<file path="src/rtl/mlse_bm_pkg.sv">
package mlse_bm_pkg;
  localparam int MAX_TAPS  = 6;   // deepest supported channel memory
  localparam int MIN_TAPS  = 2;   // shallowest supported channel memory
  localparam int TAP_HW    = 8;   // width of one tap half (I or Q)
  localparam int SMP_W     = 10;  // received sample width
  localparam int CLIP_W    = 8;   // width after magnitude clipping
endpackage

</file>
<file path="src/rtl/mlse_bm_ctrl.sv">
// Run sequencer: accepts a start, walks k from 0 to 2^C-1.
module mlse_bm_ctrl #(
  parameter int MAX_C = 6,
  parameter int MIN_C = 2,
  parameter int CW    = 3,
  parameter int KW    = 6
) (
  input  logic          clk,
  input  logic          rst_n,
  input  logic          start,
  input  logic [CW-1:0] clen_in,
  output logic          accept,
  output logic          run,
  output logic [KW-1:0] k,
  output logic [CW-1:0] clen_eff,
  output logic          last
);

  logic          run_q, run_d;
  logic [KW-1:0] k_q, k_d;
  logic [CW-1:0] clen_q, clen_d;
  logic [CW-1:0] clen_lim;
  logic [KW:0]   k_end;

  always_comb begin
    if (clen_in < CW'(MIN_C))      clen_lim = CW'(MIN_C);
    else if (clen_in > CW'(MAX_C)) clen_lim = CW'(MAX_C);
    else                           clen_lim = clen_in;
  end

  always_comb begin
    accept = start && !run_q;
    k_end  = ((KW+1)'(1) << clen_q) - (KW+1)'(1);
    last   = ({1'b0, k_q} == k_end);
  end

  always_comb begin
    run_d  = run_q;
    k_d    = k_q;
    clen_d = clen_q;
    if (accept) begin
      run_d  = 1'b1;
      k_d    = '0;
      clen_d = clen_lim;
    end else if (run_q) begin
      k_d = k_q + KW'(1);
      if (last) run_d = 1'b0;
    end
  end

  always_ff @(posedge clk or negedge rst_n) begin
    if (!rst_n) begin
      run_q  <= 1'b0;
      k_q    <= '0;
      clen_q <= CW'(MIN_C);
    end else begin
      run_q  <= run_d;
      k_q    <= k_d;
      clen_q <= clen_d;
    end
  end

  assign run      = run_q;
  assign k        = k_q;
  assign clen_eff = clen_q;

endmodule

</file>
<file path="src/rtl/mlse_bm_estimate.sv">
// Builds EI(k), EQ(k) = sum over active taps of (+/-1) * h(i).
module mlse_bm_estimate #(
  parameter int MAX_C = 6,
  parameter int HW    = 8,
  parameter int CW    = 3,
  parameter int KW    = 6,
  parameter int EW    = 12
) (
  input  logic [MAX_C*2*HW-1:0] taps,
  input  logic [KW-1:0]         k,
  input  logic [CW-1:0]         clen,
  output logic signed [EW-1:0]  est_i,
  output logic signed [EW-1:0]  est_q
);

  logic signed [EW-1:0] term_i [MAX_C];
  logic signed [EW-1:0] term_q [MAX_C];

  for (genvar g = 0; g < MAX_C; g++) begin : g_tap
    logic signed [HW-1:0] h_re, h_im;
    logic signed [EW-1:0] x_re, x_im;
    logic                 active;
    assign h_re   = taps[g*2*HW+2*HW-1 -: HW];
    assign h_im   = taps[g*2*HW+HW-1 -: HW];
    assign x_re   = EW'(h_re);
    assign x_im   = EW'(h_im);
    assign active = (clen > CW'(g));
    always_comb begin
      if (!active) begin
        term_i[g] = '0;
        term_q[g] = '0;
      end else if (k[g]) begin
        term_i[g] = -x_re;
        term_q[g] = -x_im;
      end else begin
        term_i[g] = x_re;
        term_q[g] = x_im;
      end
    end
  end

  always_comb begin
    est_i = '0;
    est_q = '0;
    for (int i = 0; i < MAX_C; i++) begin
      est_i = est_i + term_i[i];
      est_q = est_q + term_q[i];
    end
  end

endmodule

</file>
<file path="src/rtl/mlse_bm_comp.sv">
// One component: |z - e|, clipped, squared.
module mlse_bm_comp #(
  parameter int SW     = 10,
  parameter int EW     = 12,
  parameter int CLIP_W = 8
) (
  input  logic signed [SW-1:0]   z,
  input  logic signed [EW-1:0]   e,
  output logic [2*CLIP_W-1:0]    sq
);

  localparam int DW       = ((EW > SW) ? EW : SW) + 1;
  localparam int CLIP_MAX = (1 << CLIP_W) - 1;

  logic signed [DW-1:0] diff;
  logic [DW-1:0]        mag;
  logic [CLIP_W-1:0]    clip;

  always_comb begin
    diff = DW'(z) - DW'(e);
    mag  = diff[DW-1] ? DW'(-diff) : DW'(diff);
    clip = (mag > DW'(CLIP_MAX)) ? CLIP_W'(CLIP_MAX) : CLIP_W'(mag);
    sq   = clip * clip;
  end

endmodule

</file>
<file path="src/rtl/mlse_bm_unit.sv">
module mlse_bm_unit #(
  parameter int MAX_C  = mlse_bm_pkg::MAX_TAPS,
  parameter int MIN_C  = mlse_bm_pkg::MIN_TAPS,
  parameter int HW     = mlse_bm_pkg::TAP_HW,
  parameter int SW     = mlse_bm_pkg::SMP_W,
  parameter int CLIP_W = mlse_bm_pkg::CLIP_W
) (
  input  logic                      clk,
  input  logic                      rst_n,
  input  logic                      start,
  input  logic [$clog2(MAX_C+1)-1:0] clen,
  input  logic [MAX_C*2*HW-1:0]     taps,
  input  logic signed [SW-1:0]      zi,
  input  logic signed [SW-1:0]      zq,
  output logic                      busy,
  output logic                      bm_valid,
  output logic [MAX_C-1:0]          bm_index,
  output logic [2*CLIP_W-1:0]       bm_metric,
  output logic                      bm_done
);

  localparam int CW    = $clog2(MAX_C+1);
  localparam int KW    = MAX_C;
  localparam int EW    = HW + $clog2(MAX_C) + 1;
  localparam int SQ_W  = 2*CLIP_W;
  localparam int SUM_W = SQ_W + 1;
  localparam int BM_W  = SUM_W - 1;
  localparam int TW    = MAX_C*2*HW;

  // reset: asserted asynchronously, released on the clock
  logic rst_meta, rst_sync;
  always_ff @(posedge clk or negedge rst_n) begin
    if (!rst_n) begin
      rst_meta <= 1'b0;
      rst_sync <= 1'b0;
    end else begin
      rst_meta <= 1'b1;
      rst_sync <= rst_meta;
    end
  end

  logic          accept, run, last;
  logic [KW-1:0] k;
  logic [CW-1:0] clen_eff;

  mlse_bm_ctrl #(.MAX_C(MAX_C), .MIN_C(MIN_C), .CW(CW), .KW(KW)) u_ctrl (
    .clk(clk), .rst_n(rst_sync), .start(start), .clen_in(clen),
    .accept(accept), .run(run), .k(k), .clen_eff(clen_eff), .last(last)
  );

  // operand capture on accepted start
  logic signed [SW-1:0] zi_q, zq_q, zi_d, zq_d;
  logic [TW-1:0]        taps_q, taps_d;

  always_comb begin
    zi_d   = accept ? zi   : zi_q;
    zq_d   = accept ? zq   : zq_q;
    taps_d = accept ? taps : taps_q;
  end

  always_ff @(posedge clk or negedge rst_sync) begin
    if (!rst_sync) begin
      zi_q   <= '0;
      zq_q   <= '0;
      taps_q <= '0;
    end else begin
      zi_q   <= zi_d;
      zq_q   <= zq_d;
      taps_q <= taps_d;
    end
  end

  logic signed [EW-1:0] est_i, est_q;

  mlse_bm_estimate #(.MAX_C(MAX_C), .HW(HW), .CW(CW), .KW(KW), .EW(EW)) u_est (
    .taps(taps_q), .k(k), .clen(clen_eff), .est_i(est_i), .est_q(est_q)
  );

  logic [SQ_W-1:0] sq_i, sq_q;

  mlse_bm_comp #(.SW(SW), .EW(EW), .CLIP_W(CLIP_W)) u_comp_i (
    .z(zi_q), .e(est_i), .sq(sq_i)
  );
  mlse_bm_comp #(.SW(SW), .EW(EW), .CLIP_W(CLIP_W)) u_comp_q (
    .z(zq_q), .e(est_q), .sq(sq_q)
  );

  logic [SUM_W-1:0] sum;
  logic [BM_W-1:0]  metric_c;

  always_comb begin
    sum      = SUM_W'(sq_i) + SUM_W'(sq_q);
    metric_c = BM_W'(sum >> 1);
  end

  // output stage
  logic            valid_q, valid_d, done_q, done_d;
  logic [KW-1:0]   idx_q, idx_d;
  logic [BM_W-1:0] metric_q, metric_d;

  always_comb begin
    valid_d  = run;
    done_d   = run && last;
    idx_d    = run ? k : idx_q;
    metric_d = run ? metric_c : metric_q;
  end

  always_ff @(posedge clk or negedge rst_sync) begin
    if (!rst_sync) begin
      valid_q  <= 1'b0;
      done_q   <= 1'b0;
      idx_q    <= '0;
      metric_q <= '0;
    end else begin
      valid_q  <= valid_d;
      done_q   <= done_d;
      idx_q    <= idx_d;
      metric_q <= metric_d;
    end
  end

  assign busy      = run;
  assign bm_valid  = valid_q;
  assign bm_done   = done_q;
  assign bm_index  = idx_q;
  assign bm_metric = metric_q;

endmodule

</file>
<file path="config.mk">
export PLATFORM = sky130hd
export DESIGN_NAME = mlse_bm_unit
export DESIGN_NICKNAME = d
export VERILOG_FILES = /design/src/rtl/mlse_bm_pkg.sv /design/src/rtl/mlse_bm_ctrl.sv /design/src/rtl/mlse_bm_estimate.sv /design/src/rtl/mlse_bm_comp.sv /design/src/rtl/mlse_bm_unit.sv
export SDC_FILE = /design/constraint.sdc
export NUM_CORES = 1
export LEC_CHECK = 0
export ABC_AREA = 1
export CAP_MARGIN = 20
export CORE_MARGIN = 1
export CORE_UTILIZATION = 50
export DETAILED_ROUTE_END_ITERATION = 8
export DONT_BUFFER_PORTS = 1
export GPL_ROUTABILITY_DRIVEN = 1
export PLACE_DENSITY = 0.76
export SLEW_MARGIN = 5
export SYNTH_ARGS = -nofsm -noshare
export SYNTH_HDL_FRONTEND = slang
export SYNTH_HIERARCHICAL = 1
export SYNTH_SLANG_ARGS = --single-unit
</file>
<file path="constraint.sdc">
create_clock -name clk -period 6.1 [get_ports clk]
set_input_delay 0.61 -clock clk [delete_from_list [all_inputs] [get_ports clk]]
set_output_delay 0.61 -clock clk [all_outputs]
set_load 0.01 [all_outputs]
</file>
==> results of run 1 <==
==> area by class of cell <==
cell class                 count  area share
antenna                       10    0.000955
clock buffer                  17      0.0162
clock inverter                15     0.00697
inverter                     510      0.0755
multi-input combinational   1755       0.568
sequential                   152       0.146
tap                          468      0.0224
timing repair buffer         554       0.164
==> cell usage after synthesis (all sizes together) (5+ instances only) <==
cell and count:
nand2 598, inv 509, nor2 174, dfrtp 151, nand3 140, fa 137, a21oi 132, ha 128
mux2 116, o21ai 106, nor3 50, xor2 42, buf 25, xnor2 23, nand4 18, and3 10
o31ai 10, clkbuf 9, nand3b 9, a31oi 7, o211ai 7, o41ai 7, a21o 6, or2 5
==> logic make-up (layout without fill, tap and decap cells) <==
family,after synthesis,count (layout)
and+or+nand+nor,1010,1011
buffers and inverters,544,1096
AOI/OAI and AO/OA,291,291
adders and majority gates,265,265
DFF,152,152
muxes,116,116
xor gates and xnor gates,65,65
other,3,17
==> per-layer routing <==
layer | GRT usage | wire, µm | vias up
met1 | 0.358 | 23300 | 9163
met2 | 0.555 | 31100 | 779
met4 | 0.153 | 2900 | 2
li1 | - | - | 8803
met3 | 0.0591 | 4410 | 241
met5 | 0 | 13 | -
==> path summary, 6_finish.rpt <==
path	start	end	cells after the start
setup reg to reg	taps_q[81]	bm_metric[14]	61
min in group asynchronous	rst_n	rst_sync	1
setup / recovery	taps_q[81]	bm_metric[14]	61
hold reg to reg	rst_meta	rst_sync	0
max in group asynchronous	rst_sync	taps_q[84]	1
hold / removal	taps[79]	taps_q[79]	1
==> state kept, by name, summed over array words and instances, names as in the netlist <==
name	flops
u_ctrl/run	1
bm_done	1
u_ctrl/clen_eff	3
zq_q	10
taps_q	96
bm_index	6
bm_metric	16
rst_sync	1
rst_meta	1
zi_q	10
bm_valid	1
u_ctrl/k	6
==> per-stage QoR <==
step	area, µm²	utilization
2_1_floorplan	19500	-
3_3_place_gp	23500	0.641
3_5_place_dp	23500	0.641
4_1_cts	25400	0.692
5_1_grt	26200	0.713
6_report	26200	0.714
==> timing repair <==
item,in CTS,in global routing
cloned,1,0
pin swaps,131,110
setup buffers,51,17
gates resized for setup,204,148
hold endpoints to repair,2,0
setup endpoints to repair,16,16
hold buffers,1,0
==> critical path: cells and delay by family (launching register included) <==
family	cells	cell delay [ns]
DFF	1	0.41
xor gates and xnor gates	2	0.40
adders and majority gates	11	4.53
buffers and inverters	14	1.45
and+or+nand+nor	23	2.34
AOI/OAI and AO/OA	11	1.45
==> flow_metrics.py, run 1 <==
metrics = {
    "placed_design": {
        "port_buffers": 0,
        "place_ws_ns": -4.32,
        "dp.cells": 3370,
        "hpwl_um": 44900,
        "gp_congestion": 0.988,
    },
    "timing": {
        "finalSetupViolCount": 16,
        "slew_headroom": 0.430,
        "timing.hold.ws_ns": 0.290,
        "slew_viol_final": 0,
        "worstMarginPinSlew_ns": 0.855,
        "fin_crit_ns": 10.69,
        "rsz0062_at_grt": "yes",
        "finalHoldViolations": 0,
        "finClkSkew_ns": 0.0133,
        "fmax_mhz": 93.5,
        "final_min_period_over_clock_period": 1.75,
        "timing.final.ws_setup_ns": -4.59,
        "final.setup.tns_ns": -55.28,
    },
    "drt": {
        "dr.pass1.iters": 5,
        "wl_per_cell_um": 17.7,
        "postRouteWirelength_um": 61800,
        "viasPerCell": 5.45,
        "post-route-drc-count": 0,
        "drtIter0Drc": 1396,
        "ant_nets": 0,
        "vias": 19000,
    },
    "global_routing": {
        "track_usage": 0.312,
        "grt_pass1_vias": 19500,
        "grt_max_degree": 122,
        "grt-ovfl-total": 0,
        "antenna_found_initial": 12,
        "grt_pass1_wl_um": 94500,
    },
    "clock_tree": {
        "clk_pin_slew_ns": 0.08,
        "cts_root_buf": "clkbuf_16",
        "htree_num_levels": 4,
        "clock_latency_ns": 0.46,
        "clock_path_buffers": 2,
        "cts_tree": "built",
        "cts.sinks": 152,
        "cts_made_buffers": 17,
    },
    "worst_setup_path": {
        "cpPeakStageDelay_ns": 0.58,
        "setup.worst_path.end_class": "register",
        "timing.reg2reg.setup_slack_ns": -4.59,
        "setup.worst_path.start_class": "register",
        "cpMostUsedCell": "nand2_1",
        "path_class": "register to register",
        "crit_path_max_fanout": 5,
        "arrival_ns": 11.04,
        "cp.required_ns": 6.45,
        "slowest_stage": "fa_2",
    },
    "logic_synthesis": {
        "synth_compound_gate_area_share": 0.0908,
        "ys.flop_type": "dfrtp_1",
        "syn_inst": 2446,
        "synth_top_family_by_area": "simple AND/OR/NAND/NOR gates",
        "synthDistinctLibCells": 61,
        "synth_largest_area_cell": "dfrtp_1",
        "synthXorXnorAreaFrac": 0.0313,
        "syn_area_um2": 18700,
        "yosys.area_share.adder": 0.233,
        "synth_mux_area_frac": 0.0780,
        "synth_top_area_frac": 0.202,
        "async_flop_share": 1.00,
        "synth.yosys.seq_area_share": 0.204,
        "synth_area_leaders": "dfrtp_1, fa_1, nand2_1",
        "yosys.area_share.simple": 0.248,
        "post_synth.cell_area_avg_um2": 7.63,
        "ys_ff_latch": 152,
        "synth-edff-count": 0,
        "yosysWarningCount": 6,
    },
    "floorplan": {
        "initial_utilization": 0.509,
        "ioPinCount": 147,
        "die_y_um": 195,
        "rows": 70,
        "dieWidth_um": 195,
        "coreArea_um2": 36700,
        "dieArea_um2": 38100,
    },
    "finish": {
        "multiInputGateArea_um2": 14900,
        "nNetsFinal": 3377,
        "area_growth_syn_to_layout_pct": 40.3,
        "mostFrequentLayoutCell": "buf_4",
        "register_area_um2": 3810,
        "drive_above_1_share": 0.413,
        "stdcell_count": 3481,
        "fillers": 2573,
        "final_cell_mix": "buf_4, nand2_1, inv_1",
    },
    "min_path": {
        "hp-class": "primary input to register",
    },
    "outcome": {
        "outcome": "finished, violations left",
        "violations": "negative setup slack",
    },
    "run": {
        "cap_viol_max_count": 0,
    },
}
Power of run 1 is not shown: default switching activity piles up to over one toggle a cycle in this logic, so the estimate is an artifact.
==> run 2, diff against run 1 <==
--- a/config.mk
+++ b/config.mk
@@ -13,7 +13,7 @@
 export DONT_BUFFER_PORTS = 1
 export GPL_ROUTABILITY_DRIVEN = 1
 export PLACE_DENSITY = 0.76
-export SLEW_MARGIN = 5
+export SLEW_MARGIN = 20
 export SYNTH_ARGS = -nofsm -noshare
 export SYNTH_HDL_FRONTEND = slang
 export SYNTH_HIERARCHICAL = 1
==> constraint.sdc (replaced) <==
create_clock -name clk -period 6.1 [get_ports clk]
set_input_delay 0.305 -clock clk [delete_from_list [all_inputs] [get_ports clk]]
set_output_delay 0.305 -clock clk [all_outputs]
set_load 0.01 [all_outputs]
==> flow_metrics.py, run 2 (same netlist as run 1, synthesis figures left out) <==
metrics = {
    "worst_setup_path": {
        "path_class": "register to register",
        "crit_path_max_fanout": 5,
        "r2r_cells": 61,
        "setup.worst_path.end_class": "register",
        "setup.worst_path.start_class": "register",
        "reg2reg_to": "bm_metric[14]",
        "arrival_ns": 11.87,
        "crit_family": "adder cells",
        "cpMostUsedCell": "nand2_1",
        "slowest_stage": "fa_1",
        "timing.reg2reg.setup_slack_ns": -5.41,
        "r2r_start": "taps_q[81]",
        "cp.required_ns": 6.46,
        "cpPeakStageDelay_ns": 0.58,
        "path_buf_inv": 12,
    },
    "timing": {
        "timing.hold.ws_ns": 0.0444,
        "finClkSkew_ns": 0.0165,
        "fmax_mhz": 86.9,
        "worstMarginPinSlew_ns": 0.856,
        "fin_crit_ns": 11.51,
        "rsz0062_at_grt": "yes",
        "final_min_period_over_clock_period": 1.89,
        "timing.final.ws_setup_ns": -5.41,
        "slew_viol_final": 0,
        "final.setup.tns_ns": -64.69,
        "finalSetupViolCount": 16,
        "finalHoldViolations": 0,
        "slew_headroom": 0.429,
    },
    "placed_design": {
        "port_buffers": 0,
        "dp.cells": 3369,
        "gp_congestion": 0.970,
        "hpwl_um": 45500,
    },
    "drt": {
        "ant_nets": 0,
        "vias": 21100,
        "viasPerCell": 5.77,
        "postRouteWirelength_um": 76800,
        "dr.pass1.iters": 8,
        "wl_per_cell_um": 21.0,
        "drtIter0Drc": 1931,
        "post-route-drc-count": 0,
    },
    "global_routing": {
        "grt_max_degree": 116,
        "grt_pass1_wl_um": 112000,
        "antenna_found_initial": 4,
        "grt-ovfl-total": 0,
        "grt_pass1_vias": 22000,
        "track_usage": 0.378,
    },
    "finish": {
        "nNetsFinal": 3557,
        "fillers": 2140,
        "stdcell_count": 3659,
        "final_util": 0.764,
        "mostFrequentLayoutCell": "buf_4",
        "largest_register_ffs": 96,
        "largest-register": "taps_q",
        "drive_above_1_share": 0.424,
        "final_cell_mix": "buf_4, nand2_1, inv_1",
        "area_growth_syn_to_layout_pct": 50.2,
    },
    "floorplan": {
        "initial_utilization": 0.509,
        "die_y_um": 195,
        "coreArea_um2": 36700,
        "dieWidth_um": 195,
        "dieArea_um2": 38100,
        "ioPinCount": 147,
        "rows": 70,
    },
    "min_path": {
        "hold_end": "u_ctrl/k[0]",
        "holdPathStages": 3,
        "hold_start": "start",
        "hp-class": "primary input to register",
    },
    "clock_tree": {
        "clock_path_buffers": 2,
        "cts_root_buf": "clkbuf_16",
        "cts_tree": "built",
        "htree_num_levels": 4,
        "cts.sinks": 152,
        "clock_latency_ns": 0.47,
        "clk_pin_slew_ns": 0.08,
        "cts_made_buffers": 17,
    },
    "outcome": {
        "outcome": "finished, violations left",
        "violations": "negative setup slack",
    },
    "run": {
        "cap_viol_max_count": 0,
    },
}
==> run 2: changes by cell type in the layout (fill, tap and decap cells not counted), sizes merged <==
cell,change
clkinvlp,+2
clkinv,+2
buf,+65
inv,-4
diode,-2
nand2,-1
dlygate4sd3,+116
==> run 2: timing repair <==
action | 4_1_cts | 5_1_grt
hold buffers | 117 | 0
gates resized for setup | 233 | 195
endpoints found under the hold margin | 118 | 0
buffers inserted | 99 | 44
setup endpoints to repair | 16 | 16
pin swaps | 123 | 139
==> run 2: cell type report <==
type | instances | area [µm²] | area share
well taps | 468 | 586 | 0.0209
clock buffers | 17 | 425 | 0.0152
flip-flops and latches | 152 | 3810 | 0.136
clock inverters | 15 | 203 | 0.00723
multi-input cells | 1754 | 15000 | 0.535
inverters | 510 | 2000 | 0.0714
diodes | 8 | 20.0 | 0.000714
repair buffers | 735 | 5990 | 0.214
==> run 2: worst max path at each step <==
stage | start | end | slack (ns) | cells after the start
2_1_floorplan | u_ctrl/clen_eff[1] | bm_metric[14] | -3.59 | 60
3_3_place_gp | u_ctrl/clen_eff[1] | bm_metric[13] | -4.10 | 57
3_5_place_dp | u_ctrl/clen_eff[1] | bm_metric[14] | -4.35 | 61
4_1_cts | taps_q[81] | bm_metric[14] | -4.10 | 59
5_1_grt | u_ctrl/k[5] | bm_metric[14] | -5.90 | 61
6_report | taps_q[81] | bm_metric[14] | -5.41 | 61
==> run 2: worst reg2reg max path: cells and delay by family (launching register included) <==
family                     cells  cell delay, ns
buffers and inverters         12            1.29
DFF                            1            0.41
and+or+nand+nor               25            2.57
AOI/OAI and AO/OA              9            1.62
adders and majority gates     12            4.91
xor gates and xnor gates       3            0.61
==> run 2: routing by layer <==
| layer | up-vias | global-route usage | part of all wire |
|---|---|---|---|
| met2 | 1473 | 0.659 | 0.47 |
| met3 | 618 | 0.0881 | 0.093 |
| met4 | 2 | 0.258 | 0.094 |
| li1 | 9162 | - | - |
| met1 | 9864 | 0.409 | 0.34 |
| met5 | - | 0 | 0.00017 |
==> run 2: through the flow <==
stage | instance area [µm²] | setup WS [ns]
after detailed placement | 23500 | -4.35
after floorplan | 19500 | -3.59
after CTS | 26900 | -4.10
final | 28000 | -5.41
after global routing | 28000 | -5.90
after global placement | 23500 | -4.10
Power of run 2 is left out for the same reason.
